[src/rtl/dram_addr_mux.sv]
module dram_addr_mux #(
  parameter int NBANK   = 2,
  parameter int CAS_CYC = 2,
  localparam int BW = (NBANK > 1) ? $clog2(NBANK) : 1,
  localparam int CW = $clog2(CAS_CYC + 1)
) (
  input  logic             clk,
  input  logic             rst_n,
  input  logic             start,
  input  logic             cpu_sel_n,
  input  logic [15:0]      cpu_addr,
  input  logic [15:0]      vid_addr,
  input  logic [BW-1:0]    bank_sel,
  output logic             busy,
  output logic [7:0]       ma,
  output logic             ras_n,
  output logic [NBANK-1:0] cas_n
);

  typedef enum logic [2:0] {S_IDLE, S_ROW, S_RAS, S_COL, S_CAS} state_t;

  state_t          state;
  logic [15:0]     addr_q;
  logic            vid_q;
  logic [BW-1:0]   bank_q;
  logic [CW-1:0]   cnt;

  always_ff @(posedge clk) begin
    if (!rst_n) begin
      state  <= S_IDLE;
      addr_q <= '0;
      vid_q  <= 1'b0;
      bank_q <= '0;
      cnt    <= '0;
    end else begin
      case (state)
        S_IDLE: if (start) begin
          addr_q <= cpu_sel_n ? vid_addr : cpu_addr;
          vid_q  <= cpu_sel_n;
          bank_q <= bank_sel;
          state  <= S_ROW;
        end
        S_ROW: state <= S_RAS;
        S_RAS: state <= S_COL;
        S_COL: begin
          cnt   <= '0;
          state <= S_CAS;
        end
        S_CAS: begin
          if (cnt == CW'(CAS_CYC - 1)) state <= S_IDLE;
          else cnt <= cnt + 1'b1;
        end
        default: state <= S_IDLE;
      endcase
    end
  end

  logic       row_phase;
  logic [7:0] row_addr;
  logic [7:0] col_addr;

  assign row_phase = (state == S_ROW) || (state == S_RAS);
  assign row_addr  = addr_q[8:1];
  assign col_addr  = {vid_q ? 2'b00 : addr_q[15:14], addr_q[13:9], addr_q[0]};

  assign busy  = (state != S_IDLE);
  assign ma    = !busy ? 8'h00 : (row_phase ? row_addr : col_addr);
  assign ras_n = !((state == S_RAS) || (state == S_COL) || (state == S_CAS));

  for (genvar b = 0; b < NBANK; b++) begin : g_cas
    assign cas_n[b] = !((state == S_CAS) && (bank_q == BW'(b)));
  end

endmodule

[config.mk]
export PLATFORM = sky130hd
export DESIGN_NAME = dram_addr_mux
export DESIGN_NICKNAME = d
export VERILOG_FILES = /design/src/rtl/dram_addr_mux.sv
export SDC_FILE = /design/constraint.sdc
export NUM_CORES = 1
export LEC_CHECK = 0
export BUFFER_PORTS_ARGS = -buffer_cell sky130_fd_sc_hd__buf_4
export CORE_MARGIN = 4
export CORE_UTILIZATION = 30
export DETAILED_ROUTE_END_ITERATION = 6
export REMOVE_ABC_BUFFERS = 1
export SETUP_SLACK_MARGIN = 0.2
export SKIP_LAST_GASP = 1
export SLEW_MARGIN = 30
export SYNTH_ARGS = -nofsm -noshare
export SYNTH_HDL_FRONTEND = slang
export SYNTH_SLANG_ARGS = --single-unit
[constraint.sdc]
create_clock -name clk -period 3.3 [get_ports clk]
set_clock_uncertainty 0.15 [all_clocks]
set_input_delay 0.66 -clock clk [delete_from_list [all_inputs] [get_ports clk]]
set_output_delay 0.66 -clock clk [all_outputs]
set_load 0.05 [all_outputs]
==> results of run 1 <==
-- stage by stage --
stage | hold slack (ns) | cell area (um2) | std cells
floorplan | 0.336 | 1290 | 135
global placement | 0.352 | 1730 | 237
detailed placement | 0.359 | 1730 | 237
CTS | 0.379 | 1770 | 241
global route | 0.394 | 1770 | 241
finish | 0.373 | 1770 | 241
-- final timing paths --
check / start / to / slack [ns] / cells past startpoint
setup / recovery: state[2] / ma[6] / 0.50 / 3
setup reg to reg: state[1] / addr_q[6] / 1.16 / 5
hold reg to reg: addr_q[5] / addr_q[5] / 0.37 / 1
hold / removal: addr_q[5] / addr_q[5] / 0.37 / 1
-- where the power goes --
group	total (mW)	switching [mW]	internal (mW)
combinational	0.248	0.136	0.112
sequential	0.342	0.0330	0.309
clock	0.176	0.0900	0.0863
-- sequential cells by signal, summed over array words and instances, names as in the netlist --
| signal | count |
|---|---|
| addr_q | 16 |
| state | 3 |
| cnt | 2 |
| bank_q | 1 |
| vid_q | 1 |
-- per-layer routing --
layer	share of wire	GRT usage	vias to the layer above
met3	0.086	0.0187	2
met5	0	0	-
met2	0.43	0.173	36
li1	-	-	626
met1	0.47	0.162	534
met4	0.0077	0.0563	0
-- cell families after synthesis --
logic type / after synthesis / synth area share
muxes: 18 / 0.133
and+or+nand+nor: 45 / 0.205
xor gates and xnor gates: 1 / 0.00648
adders and majority gates: 1 / 0.00925
DFF: 23 / 0.340
buffers and inverters: 16 / 0.0574
AOI/OAI and AO/OA: 44 / 0.248
-- cell usage in the layout (no fill, tap or decap) --
cell type  count
nor3_1         1
nand3b_1       3
o21ai_0        7
nor3b_2        1
or3b_2         2
buf_4         50
o211a_1       18
nor4b_4        1
nand2b_1       1
mux2i_1       18
clkbuf_1       1
clkbuf_8       3
nand3_1        1
nor3b_1        6
nor4b_2        1
nor2b_1        5
ha_1           1
or3_1          1
a22oi_1        6
a21oi_1       11
inv_1          3
nor2_1         4
dfxtp_1       23
a221o_1        2
xnor2_1        1
nor4b_1        1
nand2_1       17
-- cell type report --
cell class	instances	area (um2)
fillers	459	2580
clock buffers	4	45.0
well taps	52	65.1
inverters	3	11.3
flip-flops and latches	23	460
multi-input cells	109	815
repair buffers	50	375
-- critical path, cell delays in order (launching register included) --
cell and delay (ns):
dfxtp_1 0.88, nor3b_2 0.24, a221o_1 0.40, buf_4 0.19
==> results.json, run 1 <==
{
  "cts_root_buf": "clkbuf_8",
  "postCtsSetupBuffers": 0,
  "finalSetupTns_ns": 0,
  "cp.arrival_ns": 1.99,
  "grt_start_max_net_pins": 26,
  "min_path_type": "flop to flop",
  "drt_first_iter_violations": 76,
  "endpoint_kind": "output port",
  "status": "completed",
  "setup_viol_count_final": 0,
  "drt-wirelength-per-cell_um": 13.4,
  "hold_viol": 0,
  "synth_commonest_cells": "dfxtp_1 (23), mux2i_1 (18), o211a_1 (18), nand2_1 (17), a21oi_1 (11)",
  "cts_buffer_depth": 2,
  "cts_tree": "yes",
  "timing.final.ws_setup_ns": 0.504,
  "cts_resized": 0,
  "num_rows": 24,
  "final_nets": 228,
  "cp_max_fo": 25,
  "antenna_found_initial": 0,
  "area_delta_synth_final_pct": 31.0,
  "async_flop_share": 0,
  "via_count": 1198,
  "finalCritPeriodShare": 0.847,
  "die-width_um": 75.1,
  "ctsHoldBuffers": 0,
  "total_power_mw": 0.766,
  "layout-drive-gt1-share": 0.307,
  "first_pass_iters": 4,
  "irDropWorstVdd_mv": 0.137,
  "critPathKind": "flop to output port",
  "io-pin-count": 49,
  "grt_first_pass_wirelength_mm": 5.07,
  "post_drt_via_cell_ratio": 4.97,
  "finalMaxSlewViolations": 0,
  "n_antenna_cell": 0,
  "synth_top_area_frac": 0.340,
  "cts_inserted_buffers": 3,
  "drcViolationCount": 0,
  "die_area_um2": 5650,
  "path_clk_slew_ns": 0.08,
  "syn_area_per_cell_um2": 9.14,
  "io_buffers": 48,
  "synth-seq-cells": 23,
  "synthTopCellsByArea": "dfxtp_1 (34%), mux2i_1 (13%), o211a_1 (13%), nand2_1 (4.7%), a21oi_1 (4.1%)",
  "ys_warn_count": 0,
  "worst_pin_slew_ns": 0.841,
  "yosysTopAreaCell": "dfxtp_1",
  "cp-start-kind": "flop",
  "worst-endpoint-required_ns": 2.49,
  "ys.flop_type": "dfxtp_1",
  "synth_edf_count": 0,
  "ant_nets": 0,
  "start_util": 0.311,
  "post-route-util": 0.407,
  "max_cap_viol_count": 0,
  "grt_usage": 0.116,
  "core_area_um2": 4350,
  "yosysMostFrequentCell": "dfxtp_1",
  "fmax_mhz": 358,
  "dp_worst_setup_slack_ns": 0.806,
  "grt_overflow": 0,
  "leakage_nw": 0.920,
  "dp_hpwl_mm": 2.31,
  "routed_wirelength_mm": 3.23,
  "htreeDepth": 1,
  "gp_congestion": 0.816,
  "power.density_nw_per_um2": 432,
  "clock-sinks": 23,
  "slew_headroom": 0.439,
  "yosysSeqAreaShare": 0.340,
  "rsz0062_at_grt": "false",
  "syn-cell-area_um2": 1350,
  "synth_cells": 148,
  "grt_pass1_vias": 1115,
  "clk_latency_ns": 0.27,
  "min_period_ns": 2.80,
  "die_h_um": 75.1,
  "synth_cell_types": 27
}
Power figures use the tool's default switching activity.
==> inputs of run 2 (changes only) <==
Clock period 3.3 ns to 2.8 ns, I/O delays scaled along.
==> results.json, run 2 (same netlist as run 1, synthesis figures left out) <==
{
  "setup_viol_count_final": 0,
  "leakage_nw": 0.929,
  "post_drt_via_cell_ratio": 5.01,
  "worst-endpoint-required_ns": 2.09,
  "finalMaxSlewViolations": 0,
  "area_delta_synth_final_pct": 32.7,
  "ant_nets": 0,
  "start_util": 0.311,
  "cp.arrival_ns": 1.67,
  "drcViolationCount": 0,
  "io-pin-count": 49,
  "num_rows": 24,
  "top_register": "addr_q",
  "finalSetupTns_ns": 0,
  "drt-wirelength-per-cell_um": 13.1,
  "cts_tree": "yes",
  "post-route-util": 0.412,
  "final_cell_mix": "buf_4 (52), dfxtp_1 (22), mux2i_1 (18), o211a_1 (18), nand2_1 (17)",
  "cp_slowest_stage_delay_ns": 0.64,
  "postCtsSetupBuffers": 0,
  "die_h_um": 75.1,
  "clock-sinks": 23,
  "grt_overflow": 0,
  "io_buffers": 48,
  "fmax_mhz": 420,
  "cp_cell_sequence": "inv_1, a21oi_1, a221o_1, buf_4",
  "final_nets": 230,
  "endpoint_kind": "output port",
  "layout-drive-gt1-share": 0.319,
  "holdPathStages": 1,
  "htreeDepth": 1,
  "routed_wirelength_mm": 3.19,
  "clk_latency_ns": 0.26,
  "dp_hpwl_mm": 2.33,
  "critPathKind": "flop to output port",
  "finalCritPeriodShare": 0.850,
  "grt_pass1_vias": 1082,
  "max_cap_viol_count": 0,
  "min_period_ns": 2.38,
  "ctsHoldBuffers": 0,
  "power.density_nw_per_um2": 503,
  "hold_viol": 0,
  "status": "completed",
  "antenna_found_initial": 0,
  "largest_reg_flops": 16,
  "reg.largest.list": "addr_q (16), state (3), cnt (2)",
  "die_area_um2": 5650,
  "first_pass_iters": 4,
  "gp_congestion": 0.774,
  "drt_first_iter_violations": 43,
  "cp-start-kind": "flop",
  "min_path_type": "flop to flop",
  "critical_path.slowest_cell": "dfxtp_1",
  "grt_first_pass_wirelength_mm": 4.95,
  "reg2reg_depth": 5,
  "irDropWorstVdd_mv": 0.183,
  "path_clk_slew_ns": 0.08,
  "via_count": 1217,
  "cp_max_fo": 11,
  "cts_inserted_buffers": 3,
  "rsz0062_at_grt": "false",
  "cts_root_buf": "clkbuf_8",
  "worst_pin_slew_ns": 0.502,
  "grt_start_max_net_pins": 23,
  "die-width_um": 75.1,
  "slew_headroom": 0.665,
  "n_antenna_cell": 0,
  "place_inst": 239,
  "core_area_um2": 4350,
  "grt_usage": 0.113,
  "final_cells": 243,
  "layout_commonest_cell": "buf_4",
  "cts_buffer_depth": 2
}
## run 2: repair_timing
| item | in CTS | in global routing |
|---|---|---|
| hold endpoints to repair | 0 | 0 |
| setup endpoints to repair | 0 | 8 |
| resized for setup | 0 | 2 |
## run 2: routing by layer
metal / wire [um] / GRT usage / vias to the layer above
met3: 272 / 0.0307 / 4
li1: - / - / 631
met1: 1480 / 0.148 / 542
met4: 44 / 0.0330 / 0
met2: 1400 / 0.181 / 40
met5: 0 / 0 / -
## run 2: power by group
group | switching [mW] | internal (mW)
clock network | 0.101 | 0.101
logic | 0.164 | 0.137
registers | 0.0358 | 0.364
## run 2: worst max-delay path: cells and delay by family, from the launching register on
kind / cells / cell delay, ns
buffers and inverters: 2 / 0.47
AOI/OAI and AO/OA: 2 / 0.31
DFF: 1 / 0.64
## run 2: stage by stage
step / power [mW] / hold WS, ns / setup WS [ns] / area, um2
finish: 0.903 / 0.371 / 0.420 / 1790
global route: 0.965 / 0.407 / 0.299 / 1790
CTS: 0.916 / 0.374 / 0.252 / 1790
detailed placement: 0.709 / 0.353 / 0.556 / 1740
global placement: 0.706 / 0.353 / 0.617 / 1740
floorplan: 0.591 / 0.336 / 0.143 / 1290
## run 2: area by class of cell
type,count,area (um2)
timing repair buffer,52,390
inverter,3,11.3
tap,52,65.1
multi-input combinational,109,821
clock buffer,4,45.0
sequential,23,462
fill,438,2560
## run 2: worst paths after layout
| check | start | to | slack (ns) |
|---|---|---|---|
| worst max-delay path | state[0] | ma[7] | 0.42 |
| worst min register to register | addr_q[5] | addr_q[5] | 0.37 |
| worst min-delay path | addr_q[5] | addr_q[5] | 0.37 |
| worst max register to register | state[1] | bank_q | 1.13 |
